## src/rtl/vid_raster_pkg.sv

```systemverilog
package vid_raster_pkg;

    typedef enum logic [2:0] {
        TRS_IDLE = 3'd0,
        TRS_PRE0 = 3'd1,
        TRS_PRE1 = 3'd2,
        TRS_PRE2 = 3'd3,
        TRS_XY   = 3'd4
    } trs_state_t;

    localparam logic [7:0] TRS_WORD_FF = 8'hFF;
    localparam logic [7:0] TRS_WORD_00 = 8'h00;

    // status word: 1 F V H, then protection bits
    function automatic logic [7:0] trs_status(input logic f, input logic v, input logic h);
        trs_status = {1'b1, f, v, h, v ^ h, f ^ h, f ^ v, f ^ v ^ h};
    endfunction

endpackage

```

## src/rtl/vid_raster_cnt.sv

```systemverilog
module vid_raster_cnt #(
    parameter int LW = 11,
    parameter int PW = 12
) (
    input  logic          clk,
    input  logic          rst_n,
    input  logic          en,
    input  logic [LW-1:0] cfg_lines,
    input  logic [PW-1:0] cfg_pixels,
    input  logic [PW-1:0] cfg_hblank_on,
    input  logic [PW-1:0] cfg_hblank_off,
    input  logic [LW-1:0] cfg_vf1_on,
    input  logic [LW-1:0] cfg_vf1_off,
    input  logic [LW-1:0] cfg_vf2_on,
    input  logic [LW-1:0] cfg_vf2_off,
    input  logic [LW-1:0] cfg_fld_lo,
    input  logic [LW-1:0] cfg_fld_hi,
    output logic [LW-1:0] line_q,
    output logic [PW-1:0] pix_q,
    output logic [PW-1:0] s_hon,
    output logic [PW-1:0] s_hoff,
    output logic [LW-1:0] s_v1on,
    output logic [LW-1:0] s_v1off,
    output logic [LW-1:0] s_v2on,
    output logic [LW-1:0] s_v2off,
    output logic [LW-1:0] s_flo,
    output logic [LW-1:0] s_fhi
);

    localparam logic [LW-1:0] LINE_FIRST = LW'(1);
    localparam logic [PW-1:0] PIX_ONE    = PW'(1);

    logic [LW-1:0] s_lines;
    logic [PW-1:0] s_pixels;
    logic          line_end;
    logic          frame_end;

    assign line_end  = (pix_q == s_pixels - PIX_ONE);
    assign frame_end = line_end && (line_q == s_lines);

    always_ff @(posedge clk or negedge rst_n) begin
        if (!rst_n) begin
            line_q   <= LINE_FIRST;
            pix_q    <= '0;
            s_lines  <= '0;
            s_pixels <= '0;
            s_hon    <= '0;
            s_hoff   <= '0;
            s_v1on   <= '0;
            s_v1off  <= '0;
            s_v2on   <= '0;
            s_v2off  <= '0;
            s_flo    <= '0;
            s_fhi    <= '0;
        end else begin
            if (!en || frame_end) begin
                s_lines  <= cfg_lines;
                s_pixels <= cfg_pixels;
                s_hon    <= cfg_hblank_on;
                s_hoff   <= cfg_hblank_off;
                s_v1on   <= cfg_vf1_on;
                s_v1off  <= cfg_vf1_off;
                s_v2on   <= cfg_vf2_on;
                s_v2off  <= cfg_vf2_off;
                s_flo    <= cfg_fld_lo;
                s_fhi    <= cfg_fld_hi;
            end
            if (!en) begin
                line_q <= LINE_FIRST;
                pix_q  <= '0;
            end else if (line_end) begin
                pix_q  <= '0;
                line_q <= frame_end ? LINE_FIRST : line_q + LINE_FIRST;
            end else begin
                pix_q  <= pix_q + PIX_ONE;
            end
        end
    end


    line_nonzero_chk: assert property (@(posedge clk) disable iff (!rst_n)
        line_q != '0);


    frame_wrap_chk: assert property (@(posedge clk) disable iff (!rst_n)
        (en && frame_end) |=> (line_q == LINE_FIRST && pix_q == '0));


    shadow_hold_chk: assert property (@(posedge clk) disable iff (!rst_n)
        (en && !frame_end) |=> ($stable(s_pixels) && $stable(s_lines)));

endmodule

```

## src/rtl/vid_raster_flags.sv

```systemverilog
module vid_raster_flags #(
    parameter int LW = 11,
    parameter int PW = 12
) (
    input  logic          clk,
    input  logic          rst_n,
    input  logic          en,
    input  logic [LW-1:0] line_q,
    input  logic [PW-1:0] pix_q,
    input  logic [PW-1:0] s_hon,
    input  logic [PW-1:0] s_hoff,
    input  logic [LW-1:0] s_v1on,
    input  logic [LW-1:0] s_v1off,
    input  logic [LW-1:0] s_v2on,
    input  logic [LW-1:0] s_v2off,
    input  logic [LW-1:0] s_flo,
    input  logic [LW-1:0] s_fhi,
    output logic          h_q,
    output logic          v_q,
    output logic          f_q,
    output logic          v_nxt,
    output logic          f_nxt,
    output logic          eav_go,
    output logic          sav_go
);

    logic line_begin;
    logic h_nxt;

    assign line_begin = (pix_q == '0);
    assign eav_go     = (pix_q == s_hon);
    assign sav_go     = (pix_q == s_hoff) && !eav_go;

    always_comb begin
        h_nxt = h_q;
        if (eav_go)      h_nxt = 1'b1;
        else if (sav_go) h_nxt = 1'b0;

        v_nxt = v_q;
        if (line_begin) begin
            if (line_q == s_v1on || line_q == s_v2on)        v_nxt = 1'b1;
            else if (line_q == s_v1off || line_q == s_v2off) v_nxt = 1'b0;
        end

        f_nxt = f_q;
        if (line_begin) begin
            if (line_q == s_fhi)      f_nxt = 1'b1;
            else if (line_q == s_flo) f_nxt = 1'b0;
        end
    end

    always_ff @(posedge clk or negedge rst_n) begin
        if (!rst_n) begin
            h_q <= 1'b0;
            v_q <= 1'b0;
            f_q <= 1'b0;
        end else if (!en) begin
            h_q <= 1'b0;
            v_q <= 1'b0;
            f_q <= 1'b0;
        end else begin
            h_q <= h_nxt;
            v_q <= v_nxt;
            f_q <= f_nxt;
        end
    end


    flags_idle_chk: assert property (@(posedge clk) disable iff (!rst_n)
        !en |=> (!h_q && !v_q && !f_q));


    h_set_chk: assert property (@(posedge clk) disable iff (!rst_n)
        (en && pix_q == s_hon) |=> h_q);

endmodule

```

## src/rtl/vid_raster_trs.sv

```systemverilog
module vid_raster_trs (
    input  logic       clk,
    input  logic       rst_n,
    input  logic       en,
    input  logic       eav_go,
    input  logic       sav_go,
    input  logic       v_nxt,
    input  logic       f_nxt,
    output logic       trs_valid,
    output logic [7:0] trs_data
);
    import vid_raster_pkg::*;

    trs_state_t state_q, state_d;
    logic [7:0] xy_q;

    always_comb begin
        state_d = state_q;
        if (!en) begin
            state_d = TRS_IDLE;
        end else begin
            unique case (state_q)
                TRS_IDLE: if (eav_go || sav_go) state_d = TRS_PRE0;
                TRS_PRE0: state_d = TRS_PRE1;
                TRS_PRE1: state_d = TRS_PRE2;
                TRS_PRE2: state_d = TRS_XY;
                TRS_XY:   state_d = TRS_IDLE;
                default:  state_d = TRS_IDLE;
            endcase
        end
    end

    always_ff @(posedge clk or negedge rst_n) begin
        if (!rst_n) begin
            state_q <= TRS_IDLE;
            xy_q    <= '0;
        end else begin
            state_q <= state_d;
            if (state_q == TRS_IDLE && state_d == TRS_PRE0)
                xy_q <= trs_status(f_nxt, v_nxt, eav_go);
        end
    end

    always_comb begin
        trs_valid = 1'b1;
        trs_data  = TRS_WORD_00;
        unique case (state_q)
            TRS_IDLE: trs_valid = 1'b0;
            TRS_PRE0: trs_data  = TRS_WORD_FF;
            TRS_PRE1: trs_data  = TRS_WORD_00;
            TRS_PRE2: trs_data  = TRS_WORD_00;
            TRS_XY:   trs_data  = xy_q;
            default:  trs_valid = 1'b0;
        endcase
    end


    trs_order_chk: assert property (@(posedge clk) disable iff (!rst_n)
        (en && trs_valid && trs_data == TRS_WORD_FF) |=> (trs_valid && trs_data == TRS_WORD_00));


    trs_abort_chk: assert property (@(posedge clk) disable iff (!rst_n)
        !en |=> !trs_valid);

endmodule

```

## src/rtl/vid_raster_gen.sv

```systemverilog
module vid_raster_gen #(
    parameter int LW = 11,
    parameter int PW = 12
) (
    input  logic          clk,
    input  logic          rst_n,
    input  logic          en,
    input  logic [LW-1:0] cfg_lines,
    input  logic [PW-1:0] cfg_pixels,
    input  logic [PW-1:0] cfg_hblank_on,
    input  logic [PW-1:0] cfg_hblank_off,
    input  logic [LW-1:0] cfg_vf1_on,
    input  logic [LW-1:0] cfg_vf1_off,
    input  logic [LW-1:0] cfg_vf2_on,
    input  logic [LW-1:0] cfg_vf2_off,
    input  logic [LW-1:0] cfg_fld_lo,
    input  logic [LW-1:0] cfg_fld_hi,
    output logic [LW-1:0] line_cnt,
    output logic [PW-1:0] pix_cnt,
    output logic          h_flag,
    output logic          v_flag,
    output logic          f_flag,
    output logic          trs_valid,
    output logic [7:0]    trs_data
);

    logic [PW-1:0] s_hon, s_hoff;
    logic [LW-1:0] s_v1on, s_v1off, s_v2on, s_v2off, s_flo, s_fhi;
    logic          v_nxt, f_nxt, eav_go, sav_go;

    vid_raster_cnt #(.LW(LW), .PW(PW)) u_cnt (
        .clk            (clk),
        .rst_n          (rst_n),
        .en             (en),
        .cfg_lines      (cfg_lines),
        .cfg_pixels     (cfg_pixels),
        .cfg_hblank_on  (cfg_hblank_on),
        .cfg_hblank_off (cfg_hblank_off),
        .cfg_vf1_on     (cfg_vf1_on),
        .cfg_vf1_off    (cfg_vf1_off),
        .cfg_vf2_on     (cfg_vf2_on),
        .cfg_vf2_off    (cfg_vf2_off),
        .cfg_fld_lo     (cfg_fld_lo),
        .cfg_fld_hi     (cfg_fld_hi),
        .line_q         (line_cnt),
        .pix_q          (pix_cnt),
        .s_hon          (s_hon),
        .s_hoff         (s_hoff),
        .s_v1on         (s_v1on),
        .s_v1off        (s_v1off),
        .s_v2on         (s_v2on),
        .s_v2off        (s_v2off),
        .s_flo          (s_flo),
        .s_fhi          (s_fhi)
    );

    vid_raster_flags #(.LW(LW), .PW(PW)) u_flags (
        .clk     (clk),
        .rst_n   (rst_n),
        .en      (en),
        .line_q  (line_cnt),
        .pix_q   (pix_cnt),
        .s_hon   (s_hon),
        .s_hoff  (s_hoff),
        .s_v1on  (s_v1on),
        .s_v1off (s_v1off),
        .s_v2on  (s_v2on),
        .s_v2off (s_v2off),
        .s_flo   (s_flo),
        .s_fhi   (s_fhi),
        .h_q     (h_flag),
        .v_q     (v_flag),
        .f_q     (f_flag),
        .v_nxt   (v_nxt),
        .f_nxt   (f_nxt),
        .eav_go  (eav_go),
        .sav_go  (sav_go)
    );

    vid_raster_trs u_trs (
        .clk       (clk),
        .rst_n     (rst_n),
        .en        (en),
        .eav_go    (eav_go),
        .sav_go    (sav_go),
        .v_nxt     (v_nxt),
        .f_nxt     (f_nxt),
        .trs_valid (trs_valid),
        .trs_data  (trs_data)
    );

endmodule

```

## config.mk

```make
export PLATFORM = sky130hd
export DESIGN_NAME = vid_raster_gen
export DESIGN_NICKNAME = d
export VERILOG_FILES = /design/src/rtl/vid_raster_pkg.sv /design/src/rtl/vid_raster_cnt.sv /design/src/rtl/vid_raster_flags.sv /design/src/rtl/vid_raster_trs.sv /design/src/rtl/vid_raster_gen.sv
export SDC_FILE = /design/constraint.sdc
export NUM_CORES = 1
export LEC_CHECK = 0
export BUFFER_PORTS_ARGS = -buffer_cell sky130_fd_sc_hd__buf_4
export CORE_UTILIZATION = 56
export CTS_CLUSTER_DIAMETER = 60
export DETAILED_ROUTE_END_ITERATION = 8
export PLACE_DENSITY = 0.8
export SYNTH_ARGS = -nofsm -noshare
export SYNTH_HDL_FRONTEND = slang
export SYNTH_HIERARCHICAL = 1
export SYNTH_SLANG_ARGS = --single-unit
export TNS_END_PERCENT = 5
```

## constraint.sdc

```tcl
create_clock -name clk -period 3.8 [get_ports clk]
set_input_delay 0.38 -clock clk [delete_from_list [all_inputs] [get_ports clk]]
set_output_delay 0.38 -clock clk [all_outputs]
set_load 0.01 [all_outputs]
```

==> results by stage, run 1 <==
Run status:
- The run finished with clean final reports.

Clock tree:
- Buffers inserted during clock tree synthesis total 17.
- TritonCTS built the clock tree.
- The clock tree synthesis step divided the H-tree into 4 levels.
- The number of hold buffers added after cts is 0.
- The tree is rooted in a clkbuf_16.
- Clock tree synthesis found a total of 150 sinks.
- The clock edge transition at the registers on the reported setup and hold paths is 60 ps.
- The insertion delay of the later-clocked pin in the worst-skew pair is 420 ps.
- The maximum clock path buffer count is 2.

Global route:
- The via count of the first global-routing pass is 6,017.
- The total routing usage reported by global routing is 28.6%.
- The number of antenna violations at the first check in global routing is 0.
- The overall overflow remaining after global route is 0.
- The pin count of the biggest net entering global routing is 105.
- The first-pass GRT wire length is 31,000 microns.

Cells and area:
- The total inserted antenna cells is 0.
- The final instance area is 0.00971 sq mm.
- The post-synthesis to final-layout area growth is 24.7%.
- The total number of nets in the final design is 922.
- The post-route netlist has 32.2% of its cells at a drive strength greater than 1.
- Once layout is complete, the utilization of the core stands at 72.4%.
- The number of filler instances in the final layout is 912.
- The finished layout holds 992 standard cells, fillers aside.

Worst setup path:
- In this run the register-to-register setup slack is 230 ps.
- Along the worst path, the maximum fanout reaches 47.
- In this run the critical register-to-register path is launched from u_cnt/s_pixels[1].
- The worst register-to-register path ends at u_cnt/s_v1off[1].
- The kind of capture point of the worst setup path is a flop.
- The length in cells of the worst reg-to-reg path is 10.
- The type of the worst setup path is flop to flop.
- STA classifies the critical path startpoint as a flop.
- At the worst endpoint, the required time is 4100 ps.
- The worst setup path startpoint is u_cnt/s_pixels[1].
- The data arrival time of the worst path is 3870 ps.
- The timing endpoint of the critical path is u_cnt/s_v1off[1].

Pwr:
- Summed over all cells, the static leakage comes to 4.22 nW.
- Total power for the finished layout comes to 4.13 mW.
- IR analysis of the VDD net gives a maximum drop of 296 uV.
- Dividing total power by cell area gives a power density of 426 mW/mm^2.

Yosys:
- In the synthesized netlist the dominant register cell turns out to be dfrtp_1.
- The synthesized design spends more area on one cell type than any other, namely dfrtp_1.
- The number of instances in the synthesized netlist is 655.
- By area the synthesized netlist is led by dfrtp_1 (48%), mux2_1 (10%), xnor2_1 (9.5%), mux2_2 (7.2%), xor2_1 (5.4%).
- The area share of the leading cell type in the synthesized netlist is 47.9%.
- The count of flip-flops with a built-in enable after synthesis is 0.
- The total number of yosys warnings is 6.
- In the synthesized netlist, the cells that appear most often are dfrtp_1 (149), xnor2_1 (84), mux2_1 (70).
- The mean instance size in the synthesized netlist is 11.9 sq um.
- The most common cell in the synthesized netlist is dfrtp_1.
- When the netlist entered floorplanning its net count stood at 774.
- The mapped netlist covers 0.00778 sq mm.
- The sequential element share of the synthesized area is 48.3%.
- The share of synthesized flip-flops with an asynchronous set or reset is 100%.
- The netlist uses 51 different library cells.
- Counting flops and latches in the post-synthesis netlist gives 150.

Drt:
- The first-pass iteration count of the detailed router is 5.
- The total number of vias is 5,739.
- The detail route stage leaves a number of antenna-violating nets equal to 0.
- Summed over all layers, the routed wires come to 19,500 microns.
- The post-detailed-route wirelength per cell is 19.7 microns.
- The DRC violation total after the first TritonRoute iteration is 475.
- After detailed routing, the number of remaining DRC violations is 0.
- In the routed layout, each cell is associated on average with a via count of 5.79.

Placement:
- The congestion estimate from routability-driven global placement came to 0.851.
- The post-DP HPWL is 13,100 microns.
- The placed cell area is 0.00904 sq mm.
- The count of input and output buffers is 150.
- The number of cells in the design after placement is 959.

Timing:
- The highest achievable clock rate is 280 MHz.
- Setup violations remaining at the end of the flow were counted as 0.
- The total negative slack is 0 ps.
- Setup repair after global routing left no endpoint under its margin.
- For the pin with the worst max-slew slack, the measured transition is 965 ps.
- The clock skew after layout is 6.66 ps.
- The relative max-transition margin is 35.6%.
- The final critical-path required period is 3570 ps.
- The count of final hold-check violations is 0.
- The count of final max-slew check failures is 0.
- The portion of the clock cycle consumed by the worst path in the final layout is 93.9%.

Floorplanning:
- The width of the die is 120 microns.
- The die covers 0.0144 sq mm.
- The core region is 0.0134 sq mm.
- During I/O placement, the number of pins put on the boundary was 151.
- The initialized floorplan defines 42 standard-cell rows.
- The height of the die is 120 microns.
- The initial utilization of the core area, before any placement, comes to 58.1%.

Worst hold path:
- In this run the worst hold path is classified as input pin to async pin.

Flow run:
- The max-cap violation count is 0.
cell type report:
class | instances | area [sq um] | share of cell area, %
clock buffers | 24 | 502 | 5.17
clock inverters | 8 | 143 | 1.47
inverters | 8 | 30.0 | 0.309
multi-input cells | 456 | 3740 | 38.5
flip-flops and latches | 150 | 3750 | 38.7
well taps | 176 | 220 | 2.27
repair buffers | 170 | 1320 | 13.6
worst max-delay path, stage by stage (launching register included):
cell and delay (ps):
dfrtp_1 440, inv_1 100, ha_2 250, nand2_1 70, o31ai_1 220, o2111ai_1 140, or4_1 430, or4_4 640
o31ai_4 380, buf_8 390, mux2_1 370
cells by family after synthesis:
| kind of cell | Yosys count | synth area share (%) |
|---|---|---|
| flops | 150 | 48.3 |
| simple gates | 155 | 10.8 |
| buf+inv | 49 | 3.71 |
| mux | 122 | 17.6 |
| fa+ha+maj | 3 | 0.482 |
| xor+xnor | 133 | 15.1 |
| compound gates | 43 | 4.07 |
routing by layer:
metal / global-route usage [%] / part of all wire, % / up-vias / wire (microns)
li1: - / - / 2583 / -
met1: 37.1 / 42 / 2876 / 8190
met2: 47.1 / 50 / 236 / 9820
met3: 6.23 / 5.6 / 44 / 1090
met4: 10.2 / 2.1 / 0 / 408
met5: 0 / 0 / - / 0
worst min path at each step:
stage                       start          endpoint  slack [ps]  cells after the start
finish                      rst_n   u_cnt/s_v2on[6]          70                      1
global route                rst_n   u_cnt/s_v2on[6]         120                      1
detailed placement  u_trs/xy_q[7]     u_trs/xy_q[7]         460                      1
floorplan                   rst_n  u_cnt/line_q[10]          80                      0
CTS                         rst_n   u_cnt/s_v2on[6]         120                      1
global placement    u_trs/xy_q[7]     u_trs/xy_q[7]         460                      1
through the flow:
stage / hold slack (ps) / worst slack, ps
finish: 73.0 / 232
CTS: 117 / 184
detailed placement: 458 / 215
floorplan: 84.4 / 600
global route: 124 / 48.4
global placement: 457 / 335
where the power goes:
| part | switching [mW] | leakage, nW | total (mW) | internal [mW] |
|---|---|---|---|---|
| Combinational | 0.212 | 2.08 | 0.489 | 0.277 |
| Clock | 0.630 | 0.316 | 1.81 | 1.18 |
| Sequential | 0.105 | 1.83 | 1.83 | 1.72 |
| Total | 0.948 | 4.22 | 4.13 | 3.18 |
sequential cells by signal, summed over array words and instances (netlist names):
register,flops
u_cnt/s_hon,12
u_cnt/s_hoff,12
u_cnt/s_fhi,11
u_cnt/s_v2on,11
u_trs/state_q,3
u_flags/f_q,1
u_trs/xy_q,8
u_cnt/s_v1off,11
u_flags/h_q,1
u_cnt/line_q,11
u_cnt/pix_q,12
u_cnt/s_v1on,11
u_cnt/s_pixels,12
u_cnt/s_v2off,11
u_flags/v_q,1
u_cnt/s_flo,11
u_cnt/s_lines,11
layout by cell type (no fill, tap or decap), types with 2 or more instances in the layout:
cell / netlist / final
a21oi_1: 10 / 10
a31oi_1: 2 / 2
and3_1: 8 / 8
buf_4: 1 / 166
bufinv_16: 0 / 4
clkbuf_1: 14 / 2
clkbuf_16: 0 / 18
clkbuf_8: 0 / 5
clkinv_2: 0 / 3
dfrtp_1: 149 / 149
ha_1: 3 / 2
inv_1: 8 / 8
mux2_1: 70 / 70
mux2_2: 50 / 50
mux2i_1: 2 / 2
nand2_1: 29 / 29
nand2b_1: 3 / 3
nand3_1: 16 / 16
nand3b_1: 6 / 6
nand4_1: 17 / 17
nor2_1: 31 / 31
nor2b_1: 4 / 4
nor3_1: 19 / 19
nor4_1: 10 / 10
nor4_2: 3 / 3
nor4_4: 2 / 2
o21ai_0: 4 / 4
o22ai_1: 7 / 7
o2bb2ai_1: 2 / 2
o311ai_0: 3 / 3
o31ai_1: 2 / 2
o41ai_1: 2 / 2
or2_2: 2 / 2
or4_1: 2 / 2
xnor2_1: 84 / 84
xor2_1: 48 / 48
repair_timing:
action / in CTS / in global routing
resized for setup: 0 / 4
buffers inserted: 0 / 0
setup endpoints to repair: 0 / 94
(Power assumes the default switching activity.)
==> inputs of run 2 (changes only) <==
--- a/config.mk
+++ b/config.mk
@@ -9,7 +9,7 @@
 export CORE_UTILIZATION = 56
 export CTS_CLUSTER_DIAMETER = 60
 export DETAILED_ROUTE_END_ITERATION = 8
-export PLACE_DENSITY = 0.8
+export PLACE_DENSITY = 0.86
 export SYNTH_ARGS = -nofsm -noshare
 export SYNTH_HDL_FRONTEND = slang
 export SYNTH_HIERARCHICAL = 1
==> constraint.sdc (replaced) <==
create_clock -name clk -period 4.4 [get_ports clk]
set_input_delay 0.44 -clock clk [delete_from_list [all_inputs] [get_ports clk]]
set_output_delay 0.44 -clock clk [all_outputs]
set_load 0.01 [all_outputs]
==> run 2 against run 1 <==
Critical path depth stayed put. Hold slack better by 120 ps. Critical endpoint is now u_cnt/s_hon[1]. Utilization is 0.92 points lower. Sequential power is 14% lower. Clock power is 15% lower. Cell count is 1.2% lower. Global-route usage is 0.75 points lower.
==> results by stage, run 2 (synthesized netlist as in run 1, its figures left out) <==
Worst setup path:
- The type of the worst setup path is flop to flop.
- The data arrival time of the worst path came to 3960 ps (+90 ps).
- The worst setup path is captured at a flop.
- The worst setup path is launched from a flop.
- The highest net fanout along the worst path is 84 (+79%).
- The data required time of the worst path is 4700 ps (+600 ps).

Run status:
- The flow ran to the end, and the final reports show no timing, DRC or antenna violations.

Drt:
- The average vias per placed instance is 5.71 (-1.4%).
- The post-route DRC violation count is 0 (unchanged).
- The routed length on met3 is 1380 microns (+26%).
- The DRC violation total after the first TritonRoute iteration came to 449 (-5.5%).
- The post-detailed-route wirelength per cell came to 19.3 microns (-2.0%).
- The final wirelength was 18,900 microns (-3.2%).
- The top routing layer in use is met4.
- The total number of vias is 5,591 (-2.6%).
- The first-pass iteration count of the detailed router is 6 (+1).
- The routed wire length on met2 is 9400 microns (-4.3%).
- The met1 routed wirelength after detailed routing is 7780 microns (-5.0%).
- The number of nets with antenna violations after routing is 0 (unchanged).

Floorplanning:
- The width of the die came to 120 microns (unchanged).
- The height of the die is 120 microns (unchanged).
- The starting density of the core came to 58.1% (unchanged).
- The total die area was 0.0144 sq mm (unchanged).
- The number of placed I/O pins is 151 (unchanged).
- The placeable core region is 0.0134 sq mm (unchanged).
- The count of standard-cell rows is 42 (unchanged).

Global route:
- The via count of the first global-routing pass is 5,972 (-0.75%).
- The total routing usage reported by global routing came to 27.8% (-0.75 points).
- The pin count of the biggest net entering global routing is 121 (+15%).
- The first-pass GRT wire length is 30,500 microns (-1.7%).
- The overall overflow remaining after global route is 0 (unchanged).
- The number of antenna violations at the first check in global routing is 0 (unchanged).

Placement:
- The final weighted congestion in routability-driven placement is 0.893 (+4.9%).
- The post-DP HPWL is 12,900 microns (-1.7%).
- The count of input and output buffers is 150 (unchanged).

Clock tree:
- The clock sink count is 150 (unchanged).
- The insertion delay of the later-clocked pin in the worst-skew pair was 420 ps (about the same).
- The clock edge transition at the registers on the reported setup and hold paths is 60 ps (about the same).
- The number of buffers added for setup after CTS is 0 (unchanged).
- The clock root buffer is clkbuf_16.
- The count of H-tree levels built during CTS is 4 (unchanged).
- TritonCTS built the clock tree.
- The number of gates resized after cts was 0 (unchanged).
- The maximum clock path buffer count is 2 (unchanged).
- The number of hold buffers added after cts is 0 (unchanged).
- The number of buffers created by CTS was 17 (unchanged).

Timing:
- The clock skew after layout was 7.28 ps (+0.618 ps).
- The measured slew at the worst slew-check pin is 1060 ps (+97.6 ps).
- The hold slack is 188 ps (+115 ps).
- The highest achievable clock rate is 274 MHz (-2.4%).
- The portion of the clock cycle consumed by the worst path in the final layout came to 83.1% (-11 points).
- Setup repair after global routing left no endpoint under its margin.
- The setup violation total in the final timing report came to 0 (unchanged).
- The count of final max-slew check failures is 0 (unchanged).
- The count of final hold-check violations was 0 (unchanged).
- The total negative slack was 0 ps (unchanged).
- The final critical-path required period is 3660 ps (+87.6 ps).
- The relative max-transition margin came to 29.1% (-6.5 points).

Pwr:
- The worst supply voltage drop on vdd is 340 uV (+15%).
- The areal power density over the cells is 368 mW/mm^2 (-13%).
- The total power is 3.53 mW (-15%).
- The leakage power was 4.15 nW (-1.6%).

Cells and area:
- The share of post-route cells with drive strength above 1 came to 31.2% (-1.0 points).
- From synthesis to final layout, the design area changed by 23.2%.
- The number of filler instances in the final layout is 913 (+0.11%).
- The total number of nets in the final design is 910 (-1.3%).
- The combined flip-flop and latch cell area is 0.00375 sq mm (unchanged).
- The multi-input gate area in the final layout is 0.00374 sq mm (about the same).
- The top cell types in the final layout, fill and taps aside, are buf_4 (156), dfrtp_1 (149), xnor2_1 (84).
- The total inserted antenna cells is 0 (unchanged).
- The commonest non-fill, non-tap cell in the layout is buf_4.

Worst hold path:
- The path class of the tightest hold or removal check is input pin to async pin.

Flow run:
- The max-cap violation count is 0 (unchanged).
-- run 2: cell count changes in the layout (fill, tap and decap cells not counted), sizes merged --
cell,delta
clkinv,+1
bufinv,-1
clkinvlp,-1
buf,-11
-- run 2: metrics by stage --
stage | utilization [%] | instance area, sq um | instances | setup WS (ps)
finish | 71.5 | 9580 | 980 | 744
global route | 71.5 | 9580 | 980 | 586
CTS | 71.5 | 9580 | 980 | 790
detailed placement | 66.8 | 8940 | 948 | 800
global placement | 66.8 | 8940 | 948 | 966
floorplan | - | 7780 | 655 | 1200
-- run 2: routing by layer --
layer | GRT usage, % | up-vias
li1 | - | 2548
met1 | 35.0 | 2762
met2 | 46.8 | 250
met3 | 7.37 | 31
met4 | 8.67 | 0
met5 | 0 | -
-- run 2: area by class of cell --
cell class | instances | area share (%)
clock inverter | 7 | 1.19
timing repair buffer | 158 | 12.5
sequential | 150 | 39.2
clock buffer | 25 | 5.48
inverter | 8 | 0.313
multi-input combinational | 456 | 39.0
tap | 176 | 2.30
-- run 2: path summary, 6_finish.rpt --
| check | start | end | slack (ps) | cells after the start |
|---|---|---|---|---|
| max in group asynchronous | rst_n | u_cnt/pix_q[1] | 3160 | 2 |
| min reg2reg | u_trs/xy_q[7] | u_trs/xy_q[7] | 470 | 1 |
| max reg2reg | u_cnt/s_pixels[0] | u_cnt/s_hon[1] | 740 | 10 |
| max | u_cnt/s_pixels[0] | u_cnt/s_hon[1] | 740 | 10 |
| min in group clk | cfg_hblank_off[3] | u_cnt/s_hoff[3] | 230 | 2 |
| min | rst_n | u_cnt/s_v2on[6] | 190 | 1 |
-- run 2: worst max-delay path, stage by stage, from the launching register on --
cell,delay (ps)
dfrtp_1,430
inv_1,80
ha_1,290
nand2_1,90
o31ai_1,210
o2111ai_1,170
or4_1,430
or4_4,640
o31ai_4,320
buf_12,400
mux2_2,390
-- run 2: power breakdown --
part / internal (mW) / switching, mW
clock: 0.997 / 0.548
sequential: 1.49 / 0.0971
combinational: 0.233 / 0.167
total: 2.72 / 0.812
